## src/rtl/reexec_fifo_pkg.sv

```systemverilog
package reexec_fifo_pkg;

    typedef enum logic [1:0] {
        OCC_EMPTY   = 2'd0,
        OCC_PARTIAL = 2'd1,
        OCC_FULL    = 2'd2
    } occ_state_e;

endpackage

```

## src/rtl/reexec_flag_merge.sv

```systemverilog
module reexec_flag_merge (
    input  logic commit_store,
    input  logic fail_main,
    input  logic fail_data,
    output logic flag
);

    // the data check only counts for stores
    always_comb begin
        if (commit_store) begin
            flag = fail_main | fail_data;
        end else begin
            flag = fail_main;
        end
    end

endmodule

```

## src/rtl/reexec_occ_fsm.sv

```systemverilog
module reexec_occ_fsm
    import reexec_fifo_pkg::*;
#(
    parameter int DEPTH = 16,
    parameter int CNT_W = $clog2(DEPTH + 1)
) (
    input  logic             clk,
    input  logic             rst_n,
    input  logic             flush,
    input  logic             push,
    input  logic             pop,
    output logic             full,
    output logic             empty,
    output logic [CNT_W-1:0] count
);

    localparam logic [CNT_W-1:0] LAST_FREE = CNT_W'(DEPTH - 1);
    localparam logic [CNT_W-1:0] ONE       = CNT_W'(1);

    occ_state_e       state_q, state_d;
    logic [CNT_W-1:0] cnt_q, cnt_d;

    always_comb begin
        state_d = state_q;
        if (flush) begin
            state_d = OCC_EMPTY;
        end else begin
            unique case (state_q)
                OCC_EMPTY: begin
                    if (push) state_d = OCC_PARTIAL;
                end
                OCC_PARTIAL: begin
                    if (push && !pop && cnt_q == LAST_FREE) begin
                        state_d = OCC_FULL;
                    end else if (pop && !push && cnt_q == ONE) begin
                        state_d = OCC_EMPTY;
                    end
                end
                OCC_FULL: begin
                    if (pop) state_d = OCC_PARTIAL;
                end
                default: state_d = OCC_EMPTY;
            endcase
        end
    end

    always_comb begin
        cnt_d = cnt_q;
        if (flush) begin
            cnt_d = '0;
        end else if (push && !pop) begin
            cnt_d = cnt_q + ONE;
        end else if (pop && !push) begin
            cnt_d = cnt_q - ONE;
        end
    end

    always_ff @(posedge clk) begin
        if (!rst_n) begin
            state_q <= OCC_EMPTY;
            cnt_q   <= '0;
        end else begin
            state_q <= state_d;
            cnt_q   <= cnt_d;
        end
    end

    always_comb begin
        full  = 1'b0;
        empty = 1'b0;
        unique case (state_q)
            OCC_EMPTY:   empty = 1'b1;
            OCC_PARTIAL: ;
            OCC_FULL:    full  = 1'b1;
            default:     empty = 1'b1;
        endcase
    end

    assign count = cnt_q;

endmodule

```

## src/rtl/reexec_flag_store.sv

```systemverilog
module reexec_flag_store #(
    parameter int DEPTH = 16,
    parameter int PTR_W = (DEPTH > 1) ? $clog2(DEPTH) : 1
) (
    input  logic clk,
    input  logic rst_n,
    input  logic flush,
    input  logic push,
    input  logic pop,
    input  logic flag_in,
    output logic flag_out
);

    localparam logic [PTR_W-1:0] PTR_LAST = PTR_W'(DEPTH - 1);

    logic [DEPTH-1:0] bits_q;
    logic [PTR_W-1:0] wr_q, rd_q;

    function automatic logic [PTR_W-1:0] bump(input logic [PTR_W-1:0] p);
        return (p == PTR_LAST) ? '0 : p + PTR_W'(1);
    endfunction

    always_ff @(posedge clk) begin
        if (!rst_n) begin
            wr_q <= '0;
            rd_q <= '0;
        end else if (flush) begin
            wr_q <= '0;
            rd_q <= '0;
        end else begin
            if (push) wr_q <= bump(wr_q);
            if (pop)  rd_q <= bump(rd_q);
        end
    end

    for (genvar i = 0; i < DEPTH; i++) begin : g_slot
        always_ff @(posedge clk) begin
            if (!rst_n) begin
                bits_q[i] <= 1'b0;
            end else if (!flush && push && wr_q == PTR_W'(i)) begin
                bits_q[i] <= flag_in;
            end
        end
    end

    assign flag_out = bits_q[rd_q];

endmodule

```

## src/rtl/reexec_flag_fifo.sv

```systemverilog
module reexec_flag_fifo #(
    parameter int SLACK  = 12,
    parameter int MARGIN = 4
) (
    input  logic clk,
    input  logic rst_n,
    input  logic flush,
    input  logic commit_valid,
    input  logic commit_store,
    input  logic commit_fail_main,
    input  logic commit_fail_data,
    output logic commit_stall,
    input  logic decode_req,
    output logic decode_stall,
    output logic reexec
);

    // depth always exceeds the inter-thread slack
    localparam int DEPTH = SLACK + ((MARGIN < 1) ? 1 : MARGIN);
    localparam int CNT_W = $clog2(DEPTH + 1);

    logic             full, empty;
    logic             push_go, pop_go;
    logic             new_flag;
    logic [CNT_W-1:0] occ_count;

    assign push_go = commit_valid && !full;
    assign pop_go  = decode_req && !empty;

    reexec_flag_merge merge_i (
        .commit_store (commit_store),
        .fail_main    (commit_fail_main),
        .fail_data    (commit_fail_data),
        .flag         (new_flag)
    );

    reexec_occ_fsm #(
        .DEPTH (DEPTH),
        .CNT_W (CNT_W)
    ) occ_i (
        .clk   (clk),
        .rst_n (rst_n),
        .flush (flush),
        .push  (push_go),
        .pop   (pop_go),
        .full  (full),
        .empty (empty),
        .count (occ_count)
    );

    reexec_flag_store #(
        .DEPTH (DEPTH)
    ) store_i (
        .clk      (clk),
        .rst_n    (rst_n),
        .flush    (flush),
        .push     (push_go),
        .pop      (pop_go),
        .flag_in  (new_flag),
        .flag_out (reexec)
    );

    assign commit_stall = full;
    assign decode_stall = empty;

endmodule

```

## config.mk

```make
export PLATFORM = sky130hd
export DESIGN_NAME = reexec_flag_fifo
export DESIGN_NICKNAME = d
export VERILOG_FILES = /design/src/rtl/reexec_fifo_pkg.sv /design/src/rtl/reexec_flag_merge.sv /design/src/rtl/reexec_occ_fsm.sv /design/src/rtl/reexec_flag_store.sv /design/src/rtl/reexec_flag_fifo.sv
export SDC_FILE = /design/constraint.sdc
export NUM_CORES = 1
export LEC_CHECK = 0
export BUFFER_PORTS_ARGS = -buffer_cell sky130_fd_sc_hd__buf_2
export CORE_MARGIN = 2
export CORE_UTILIZATION = 55
export CTS_CLUSTER_SIZE = 16
export DETAILED_ROUTE_END_ITERATION = 6
export PLACE_DENSITY = 0.76
export RECOVER_POWER = 25
export SKIP_CTS_REPAIR_TIMING = 1
export SYNTH_ARGS = -nofsm -noshare
export SYNTH_HDL_FRONTEND = slang
export SYNTH_HIERARCHICAL = 1
export SYNTH_SLANG_ARGS = --single-unit
export TNS_END_PERCENT = 10
```

## constraint.sdc

```tcl
create_clock -name clk -period 2.95 [get_ports clk]
set_input_delay 0.4425 -clock clk [delete_from_list [all_inputs] [get_ports clk]]
set_output_delay 0.4425 -clock clk [all_outputs]
set_load 0.02 [all_outputs]
```

# After elaboration in Yosys (flattened, before gate mapping)
# Index checks and enable logic that the tools add are counted.
# totals
latch_bits,0
mem_bits_rw,0
romBits,0
out_inout_bits,3
memories,0
register_bits,31
wordCells,97
inputBits,8
# classes
reduce_logical,33
div_mod_pow,0
n_lt_le_gt_ge,1
bitwise,2
n_shift,0
multipliers,0
mux,14
eq_ne,23
n_addsub,4
# ops
op,count
equality test 4 bit (second input constant),9
logical AND 1 bit,23
equality test 4 x 3 -> 1 bit (second input constant),4
two-way mux 5 bit,2
adder 4 x 1 -> 4 bit (second input constant),2
equality test 4 x 2 -> 1 bit (second input constant),2
two-way mux 2 bit,4
two-way mux 4 bit,2
case mux 2 bit (3 select lines),1
adder 5 x 1 -> 5 bit (second input constant),1
equality test 5 x 1 -> 1 bit (second input constant),1
equality test 5 x 4 -> 1 bit (second input constant),1
less-than comparator 4 x 5 -> 1 bit (second input constant),1
subtractor 5 x 1 -> 5 bit (second input constant),1
binary-select mux 1 bit (select 4 bit),1
equality test 4 x 1 -> 1 bit (second input constant),1
zero test 1 bit,4
zero test 4 bit,1
two-way mux 1 bit,4
inequality test 2 x 1 -> 1 bit (second input constant),2
OR reduction 2 bit,2
inequality test 3 x 1 -> 1 bit (second input constant),1
AND reduction 3 bit,1
equality test 2 x 1 -> 1 bit (second input constant),1
other kinds (5),5

# Longest topological paths before layout
# Gate-level depths: netlist of run 1.
# logic_depth
ltp_word,10
depth_mapped,11
depth_no_buf,10

# Modules after synthesis
# The synthesis of run 1 kept the hierarchy.
# by_module_without_submodules
module,seq_area_each_um2,instances,area_each_um2,cells_each
reexec_flag_store,480.5,1,1293.7,140
reexec_occ_fsm,140.1,1,540.5,65
reexec_flag_fifo,0.0,1,27.5,2
reexec_flag_merge,0.0,1,7.5,1

# Least setup slack after synthesis of run 1
# No wires, ideal clock.
# synth_path
path_type,register to register
from,reg occ_i.state_q[0]
to,"reg occ_i.cnt_q[3], in the netlist occ_i/count[3]"
path_stages_with_launch,12
arrival_ns,2.104
setup_time_ns,0.121
synth_period_minus_slack_ns,2.225
path_slack_ns,0.725
path_buffers,1
required_time_ns,2.829
path_cell_list,dfxtp_1 > inv_1 > ha_1 > inv_1 > nor2b_4 > inv_1 > ha_1 > buf_2 > or4_1 > a21oi_1 > xnor2_1 > nor2_1
# synth_via
word_cells_on_any_way,13
classes_between,2 x eq/ne; 2 x mux; 9 x reduce/logical
# synth_lines
element,line_no,text
from (decl),reexec_occ_fsm.sv:20,"occ_state_e state_q, state_d;"
from (signal assigned),reexec_occ_fsm.sv:63,state_q <= state_d;
equality test 2 x 1 -> 1 bit / equality test 2 bit (equally long branches),reexec_occ_fsm.sv:71,unique case (state_q)
OR reduction 2 bit (no source line) (*),--,
logical AND 1 bit (*),reexec_flag_fifo.sv:28,assign pop_go = decode_req && !empty;
via pop_go,reexec_flag_fifo.sv:23,"logic push_go, pop_go;"
zero test 1 bit,reexec_occ_fsm.sv:51,end else if (push && !pop) begin
logical AND 1 bit,reexec_occ_fsm.sv:51,
two-way mux 5 bit / nonzero test 2 bit (equally long branches),--,
to (signal assigned),reexec_occ_fsm.sv:64,cnt_q <= cnt_d;
to (decl),reexec_occ_fsm.sv:21,"logic [CNT_W-1:0] cnt_q, cnt_d;"
# The timed path passes the listed nets; every way through them passes the cells marked *.
# A chain may end at the register's enable or synchronous reset.

# Final worst setup path of run 1
# layout_path
from,reg occ_i.state_q[0]
to,reg occ_i.state_q[0]
# layout_via
elab_chain_cells,9
word_cells_on_any_way,20
classes_between,5 x eq/ne; 3 x mux; 12 x reduce/logical
# layout_lines
element,line_no,text
equality test 2 bit (*),reexec_occ_fsm.sv:71,
two-way mux 1 bit (*),reexec_occ_fsm.sv:71,
zero test 1 bit (*),reexec_flag_fifo.sv:27,assign push_go = commit_valid && !full;
logical AND 1 bit (*),reexec_flag_fifo.sv:27,
via push_go,reexec_flag_fifo.sv:23,
zero test 1 bit,reexec_occ_fsm.sv:35,end else if (pop && !push && cnt_q == ONE) begin
logical AND 1 bit (2 in a row),reexec_occ_fsm.sv:35,
inequality test 3 x 1 -> 1 bit (no source line),--,
AND reduction 3 bit (no source line),--,
# Marks and branches as above.

==> impl_metrics.ini, run 1 <==
[setup_path]
critPathMaxFanout = 15
critical-path-slowest-cell = or4_1
worstPathCellList = inv_1 > ha_1 > nor2b_4 > ha_1 > a21bo_2 > a21oi_1 > or4_1 > a21oi_1
crit_family = simple AND/OR/NAND/NOR gates
critPathBufInv = 1
max_stage_delay_ps = 470
end_kind = register
required_ps = 3210
critPathKind = reg2reg
worst_setup_path_start_kind = register
cp.arrival_ps = 2610

[place]
io_buffers = 10
gp_congestion = 0.831
hpwl_um = 2520

[clocking]
insertion_delay_ps = 330
cts_sinks = 31
cts_tree = yes
path_clk_slew_ps = 100
htree_num_levels = 2
numCtsBuffers = 5
clock_path_buffers = 2
cts_root_buf = clkbuf_4

[route]
num_vias = 1467
drcViolationCount = 0
drtAntennaViolNets = 0
drt_wl_total_um = 3600
drt-initial-drc-count = 102
dr.pass1.iters = 6
vias_per_cell = 5.64
wl_per_cell_um = 13.8

[floorplanning]
die_y_um = 62.3
fp.dieW_um = 62.3
io_pins = 11
start_util_pct = 56.5
core_area_um2 = 3310
rows = 21
die-area_um2 = 3880

[sta]
fin_setup_tns_ps = 0
relSlewSlack_pct = 66.9
slew_violations = 0
period_share_pct = 79.8
fmax_ghz = 0.425
worstMarginPinSlew_ps = 496
setup_violations = 0
clock_skew_ps = 7.30
hold_violations = 0
finalCriticalPeriod_ps = 2360
rsz0062_at_grt = false
whs_ps = 479

[pwr]
peakVddDrop_uv = 195
power_density_nw_per_um2 = 391
p_int_mw = 0.573
power_frac_seq_pct = 56.1
netSwitchingFraction_pct = 25.8
power_switching_mw = 0.199
leakage_nw = 0.753
clockPowerShare_pct = 33.1
p_comb_share_pct = 10.9

[synth]
synth_edf_count = 0
ys_warn_count = 6
synth_nets = 231
syn_area_um2 = 1870
async_reset_ff_share_pct = 0
ys.flop_type = dfxtp_1
ys_seq_area_share_pct = 33.2
synth_cells = 208
synth-seq-cells = 31
syn_area_per_cell_um2 = 8.99
ys_types = 35

[cells_and_area]
seq_area_um2 = 621
area_delta_synth_final_pct = 5.42
n_fill_cell = 303
final_common_cell = dfxtp_1
multi_input_comb_area_um2 = 1150
layout_common_cells = dfxtp_1, o21ai_0, nand3_1
nets = 237
drive_above_1_share_pct = 11.2
n_antenna_cell = 0

[global_routing]
antenna_found_initial = 0
grt_usage_pct = 20.7
grt.overflow.total = 0
grt_pass1_wl_um = 6410
grt_max_degree = 19
grt_pass1_vias = 1415

[outcome]
status = finished, final reports clean

[hold_path]
hold_path_class = reg2reg

[flow_run]
timing.max_cap.violations = 0
[layout make-up]
type / count / area share, %
clock inverters: 1 / 0.254
well taps: 46 / 2.92
inverters: 11 / 2.10
multi-input cells: 155 / 58.2
clock buffers: 6 / 2.60
flip-flops and latches: 31 / 31.5
repair buffers: 10 / 2.48
[routing by layer]
metal | vias up | global-route usage [%] | part of all wire, %
met1 | 672 | 26.2 | 48
met5 | - | 0 | 0
met4 | 0 | 8.06 | 0.83
li1 | 758 | - | -
met3 | 2 | 4.89 | 4.7
met2 | 35 | 34.4 | 46
[cells in the mapped netlist (3+ instances only)]
library cell | number | area share [%]
nand2b_1 | 6 | 2.0
ha_1 | 15 | 10
mux2i_1 | 6 | 3.2
nor2_1 | 12 | 2.4
buf_2 | 4 | 1.1
o21ai_1 | 5 | 1.3
xor2_1 | 4 | 1.9
or4_1 | 3 | 1.2
mux4_1 | 4 | 5.6
nand4_1 | 5 | 1.7
nand3b_1 | 5 | 2.0
inv_1 | 11 | 2.2
clkbuf_1 | 5 | 1.0
dfxtp_1 | 31 | 33
and3b_1 | 4 | 1.9
a21oi_1 | 14 | 3.7
o21ai_0 | 17 | 4.6
a21boi_1 | 16 | 6.4
nand2_1 | 6 | 1.2
nand3_1 | 16 | 4.3
[final timing paths]
path	slack (ps)	from	end	depth (start not counted)
max	590	occ_i/state_q[0]$_SDFFE_PP0P_	occ_i/state_q[0]$_SDFFE_PP0P_	8
max reg2reg	590	occ_i/state_q[0]$_SDFFE_PP0P_	occ_i/state_q[0]$_SDFFE_PP0P_	8
min	480	store_i/bits_q[5]$_SDFFE_PN0P_	store_i/bits_q[5]$_SDFFE_PN0P_	2
min reg2reg	480	store_i/bits_q[5]$_SDFFE_PN0P_	store_i/bits_q[5]$_SDFFE_PN0P_	2
[cells by family after synthesis]
| family | Yosys count | share of synthesized area (%) |
|---|---|---|
| adders and majority gates | 15 | 10.0 |
| AOI/OAI and AO/OA | 57 | 18.3 |
| DFF | 31 | 33.2 |
| xor gates and xnor gates | 5 | 2.34 |
| and+or+nand+nor | 68 | 21.8 |
| buffers and inverters | 22 | 5.49 |
| muxes | 10 | 8.84 |
[worst reg2reg max path, delay by kind of cell (launching register included)]
| kind | cells | cell delay [ps] |
|---|---|---|
| flip-flops | 1 | 390 |
| AO/OA/AOI/OAI | 3 | 390 |
| adder cells (fa/ha/maj) | 2 | 660 |
| buffers and inverters | 1 | 80 |
| AND/OR/NAND/NOR | 2 | 780 |
[state kept, by name, indices dropped and copies added, names as in the netlist]
| register | flops |
|---|---|
| occ_i/count | 5 |
| store_i/bits_q | 16 |
| occ_i/state_q | 2 |
| store_i/wr_q | 4 |
| store_i/rd_q | 4 |
[power groups by stage]
stage	logic, mW	registers, mW	clock network (mW)
6_report	0.0837	0.433	0.255
5_1_grt	0.0955	0.435	0.275
3_3_place_gp	0.0828	0.442	0
2_1_floorplan	0.0664	0.440	0
3_5_place_dp	0.0833	0.443	0
4_1_cts	0.0840	0.433	0.262
[per-stage QoR]
stage	instance area [µm²]	total power [mW]	worst slack, ps	std cells	util, %
after floorplan	1870	0.506	725	208	-
after global routing	1970	0.805	373	260	59.5
final	1970	0.771	595	260	59.5
after CTS	1970	0.779	591	260	59.6
after detailed placement	1920	0.526	621	253	57.9
after global placement	1920	0.525	702	253	57.9
Note: power is estimated with default switching activity, not from simulation.
==> run 2, diff against run 1 <==
--- a/config.mk
+++ b/config.mk
@@ -7,10 +7,10 @@
 export LEC_CHECK = 0
 export BUFFER_PORTS_ARGS = -buffer_cell sky130_fd_sc_hd__buf_2
 export CORE_MARGIN = 2
-export CORE_UTILIZATION = 55
+export CORE_UTILIZATION = 54
 export CTS_CLUSTER_SIZE = 16
 export DETAILED_ROUTE_END_ITERATION = 6
-export PLACE_DENSITY = 0.76
+export PLACE_DENSITY = 0.78
 export RECOVER_POWER = 25
 export SKIP_CTS_REPAIR_TIMING = 1
 export SYNTH_ARGS = -nofsm -noshare
==> constraint.sdc (replaced) <==
create_clock -name clk -period 1.9 [get_ports clk]
set_input_delay 0.285 -clock clk [delete_from_list [all_inputs] [get_ports clk]]
set_output_delay 0.285 -clock clk [all_outputs]
set_load 0.02 [all_outputs]
==> run 2 against run 1 <==
The run now ends with setup timing left. Combinational power up 96%. Setup slack worse by 620 ps. Clock power up 49%. Total power up 57%. Final cell count up 5.4%. Die area up 1.7%. Cell area up 7.5%. Critical path type is now reg2out. Highest routed layer unchanged. Largest cell class unchanged. Largest power group unchanged. Register-to-register slack worse by 580 ps. Critical endpoint is now reexec. Sequential share of layout area down 1.8 points.
==> impl_metrics.ini, run 2 (synthesis gave the netlist of run 1 again) <==
[outcome]
status = complete, but fails checks
violations = setup timing

[pwr]
p_int_mw = 0.909
netSwitchingFraction_pct = 25.0
leakage_nw = 0.808
peakVddDrop_uv = 358
power_density_nw_per_um2 = 572
power_switching_mw = 0.302
power_frac_seq_pct = 55.1
clockPowerShare_pct = 31.4
p_total_mw = 1.21
p_comb_share_pct = 13.5

[setup_path]
cp.arrival_ps = 1640
worstPathCellList = mux4_2 > mux2i_1 > mux2i_1 > buf_4
critical-path-slowest-cell = mux4_2
max_stage_delay_ps = 520
cp_common_cell = mux2i_1
critPathKind = reg2out
critPathMaxFanout = 4
critPathBufInv = 1
startpoint = store_i/rd_q[0]$_SDFFE_PP0P_
end_kind = primary output
required_ps = 1620
worst_setup_path_start_kind = register
worst-path-stages = 4
r2r-start = occ_i/state_q[0]$_SDFFE_PP0P_
reg2regPathDepth = 9
crit_family = multiplexers

[sta]
whs_ps = 344
period_share_pct = 101
clock_skew_ps = 11.1
fin_ws_ps = -28.2
worstMarginPinSlew_ps = 455
fmax_ghz = 0.519
hold_violations = 0
slew_violations = 0
rsz0062_at_grt = true
finalCriticalPeriod_ps = 1930
setup_violations = 1
relSlewSlack_pct = 69.6

[place]
dpl-instance-area_um2 = 2030
place_ws_ps = -88.1
io_buffers = 10
gp_congestion = 0.822
hpwl_um = 2630

[floorplanning]
core_area_um2 = 3340
fp.dieW_um = 62.8
die_y_um = 62.8
io_pins = 11
start_util_pct = 56.0
rows = 21
die-area_um2 = 3950

[global_routing]
antenna_found_initial = 0
grt_usage_pct = 20.2
grt_pass1_vias = 1478
grt.overflow.total = 0
grt_pass1_wl_um = 6420
grt_max_degree = 19

[route]
drcViolationCount = 0
drtAntennaViolNets = 0
vias_per_cell = 5.63
drt_wl_total_um = 3660
wl_per_cell_um = 13.4
num_vias = 1543
drt-initial-drc-count = 83
dr.pass1.iters = 4

[flow_run]
timing.max_cap.violations = 0

[cells_and_area]
nets = 251
drive_above_1_share_pct = 25.4
largest_reg_flops = 16
n_antenna_cell = 0
final_common_cell = dfxtp_1
area_delta_synth_final_pct = 13.3
layout_common_cells = dfxtp_1, o21ai_0, nand3_1, a21boi_1, buf_4
finalInstanceArea_um2 = 2120
top_register = store_i/bits_q
utilization_pct = 63.5

[clocking]
path_clk_slew_ps = 90
numCtsBuffers = 5
cts_tree = yes
cts_root_buf = clkbuf_4
insertion_delay_ps = 330
htree_num_levels = 2
clock_path_buffers = 2
cts_sinks = 31

[hold_path]
hp-start = rst_n
hold_path_class = in2reg
holdPathStages = 2
==> run 2: cell type report <==
cell class	count	area, µm²
Clock buffer	6	51.3
Clock inverter	1	5.00
Fill cell	306	1220
Inverter	11	41.3
Multi-Input combinational cell	155	1180
Sequential cell	31	628
Tap cell	46	57.6
Timing Repair Buffer	24	156
==> run 2: power by group through the flow <==
stage / clock (mW) / sequential [mW] / combinational [mW]
5_1_grt: 0.421 / 0.670 / 0.184
3_5_place_dp: 0 / 0.684 / 0.150
2_1_floorplan: 0 / 0.683 / 0.106
4_1_cts: 0.394 / 0.668 / 0.152
3_3_place_gp: 0 / 0.683 / 0.148
6_report: 0.380 / 0.668 / 0.164
==> run 2: final timing paths <==
kind                                     end  slack (ps)
max reg2reg    occ_i/state_q[0]$_SDFFE_PP0P_          10
min reg2reg   store_i/bits_q[4]$_SDFFE_PN0P_         480
max                                   reexec         -30
min          store_i/bits_q[14]$_SDFFE_PN0P_         340
==> run 2: per-stage QoR <==
step,TNS [ps],std cells
6_report,-28.2,274
5_1_grt,-323,274
4_1_cts,-459,274
3_5_place_dp,-145,267
3_3_place_gp,-75.7,267
2_1_floorplan,-477,208
==> run 2: layer usage <==
layer  wire, µm  vias to the layer above  global-route usage [%]
met5          0                        -                       0
met4          8                        0                    6.11
met3        229                        2                    5.59
met2       1660                       42                    32.1
met1       1760                      715                    26.8
li1           -                      784                       -
==> run 2: worst reg2reg max path, cell delays in order, from the launching register on <==
cell and delay, ps:
dfxtp_2 340, inv_2 50, ha_4 250, inv_2 40, nor2b_4 110, inv_2 60
buf_4 120, a22o_1 210, or4_4 510, a21oi_2 120
==> run 3, diff against run 2 <==
--- a/config.mk
+++ b/config.mk
@@ -12,6 +12,7 @@
 export DETAILED_ROUTE_END_ITERATION = 6
 export PLACE_DENSITY = 0.78
 export RECOVER_POWER = 25
+export REMOVE_ABC_BUFFERS = 1
 export SKIP_CTS_REPAIR_TIMING = 1
 export SYNTH_ARGS = -nofsm -noshare
 export SYNTH_HDL_FRONTEND = slang
==> run 3 against run 2 <==
The flow now finishes without violations. Largest cell class unchanged. Final cell count rose by 1.1%. Critical path type unchanged. Non-clock buffer count rose by 2. Global-route usage rose by 0.35 points. Utilization rose by 1.5 points. Via count rose by 1.4%. Largest power group unchanged. First-iteration DRC count rose by 40%. Critical endpoint unchanged. Cell area rose by 2.4%.
==> impl_metrics.ini, run 3 (synthesis gave the netlist of run 1 again) <==
[outcome]
status = finished, final reports clean

[floorplanning]
die_y_um = 62.8
core_area_um2 = 3340
rows = 21
fp.dieW_um = 62.8
die-area_um2 = 3950
start_util_pct = 56.0
io_pins = 11

[route]
num_vias = 1565
vias_per_cell = 5.65
drt-initial-drc-count = 116
wl_per_cell_um = 13.7
drcViolationCount = 0
dr.pass1.iters = 4
drt_wl_total_um = 3790
drtAntennaViolNets = 0

[sta]
hold_violations = 0
relSlewSlack_pct = 65.5
finalCriticalPeriod_ps = 1880
clock_skew_ps = 3.33
setup_violations = 0
slew_violations = 0
fmax_ghz = 0.531
worstMarginPinSlew_ps = 516
fin_setup_tns_ps = 0
period_share_pct = 99.0
rsz0062_at_grt = true
fin_ws_ps = 18.1
whs_ps = 341

[clocking]
clock_path_buffers = 2
cts_tree = yes
cts_sinks = 31
insertion_delay_ps = 320
htree_num_levels = 2
cts_root_buf = clkbuf_4
path_clk_slew_ps = 90
numCtsBuffers = 5

[flow_run]
timing.max_cap.violations = 0

[cells_and_area]
n_antenna_cell = 0
instances_no_fill = 277
nets = 253
layout_common_cells = dfxtp_1, o21ai_0, nand3_1, a21boi_1, buf_4
top_register = store_i/bits_q
final_common_cell = dfxtp_1
largest_reg_flops = 16
drive_above_1_share_pct = 26.4
area_delta_synth_final_pct = 16.0

[global_routing]
grt_max_degree = 19
grt.overflow.total = 0
antenna_found_initial = 0
grt_usage_pct = 20.6
grt_pass1_wl_um = 6420
grt_pass1_vias = 1459

[place]
place_ws_ps = -84.3
gp_congestion = 0.903
dp_cells = 267
io_buffers = 10
hpwl_um = 2680

[setup_path]
required_ps = 1620
critPathKind = reg2out
critPathMaxFanout = 4
cp.arrival_ps = 1600
end_kind = primary output
worst_setup_path_start_kind = register

[pwr]
peakVddDrop_uv = 368
leakage_nw = 0.820
power_density_nw_per_um2 = 589
p_total_mw = 1.28

[hold_path]
hold_path_class = in2reg
[run 3: worst paths after layout]
check                                               startpoint                         endpoint  slack, ps  cells past startpoint
worst max register to register   occ_i/state_q[0]$_SDFFE_PP0P_      occ_i/count[3]$_SDFFE_PP0P_         20                     10
worst min-delay path                                     rst_n  store_i/bits_q[15]$_SDFFE_PN0P_        340                      2
worst max-delay path              store_i/rd_q[0]$_SDFFE_PP0P_                           reexec         20                      4
worst min register to register  store_i/bits_q[7]$_SDFFE_PN0P_   store_i/bits_q[7]$_SDFFE_PN0P_        480                      2
[run 3: area by class of cell]
| class | count | area (µm²) |
|---|---|---|
| multi-input combinational | 155 | 1200 |
| fill | 281 | 1170 |
| sequential | 31 | 628 |
| timing repair buffer | 26 | 175 |
| clock buffer | 8 | 68.8 |
| tap | 46 | 57.6 |
| inverter | 11 | 41.3 |
[run 3: worst max-delay path: stages, from the launching register on]
cell     delay [ps]
dfxtp_4         390
mux4_2          500
mux2i_1         140
mux2i_1          80
buf_4           160
[run 3: where the power goes]
| part | internal (mW) | total [mW] | switching [mW] |
|---|---|---|---|
| logic | 0.0860 | 0.174 | 0.0876 |
| registers | 0.658 | 0.668 | 0.00971 |
| clock network | 0.218 | 0.436 | 0.219 |
[run 3: layer usage]
metal	wire length [µm]	vias up	global-route usage, %
met5	0	-	0
met4	21	0	7.78
met3	160	2	6.13
li1	-	788	-
met1	1830	745	27.3
met2	1780	30	31.6
[run 3: metrics by stage]
| stage | instance area (µm²) | utilization [%] |
|---|---|---|
| floorplan | 1810 | - |
| global placement | 2020 | 60.6 |
| detailed placement | 2020 | 60.6 |
| CTS | 2090 | 62.6 |
| global route | 2170 | 65.0 |
| finish | 2170 | 65.0 |
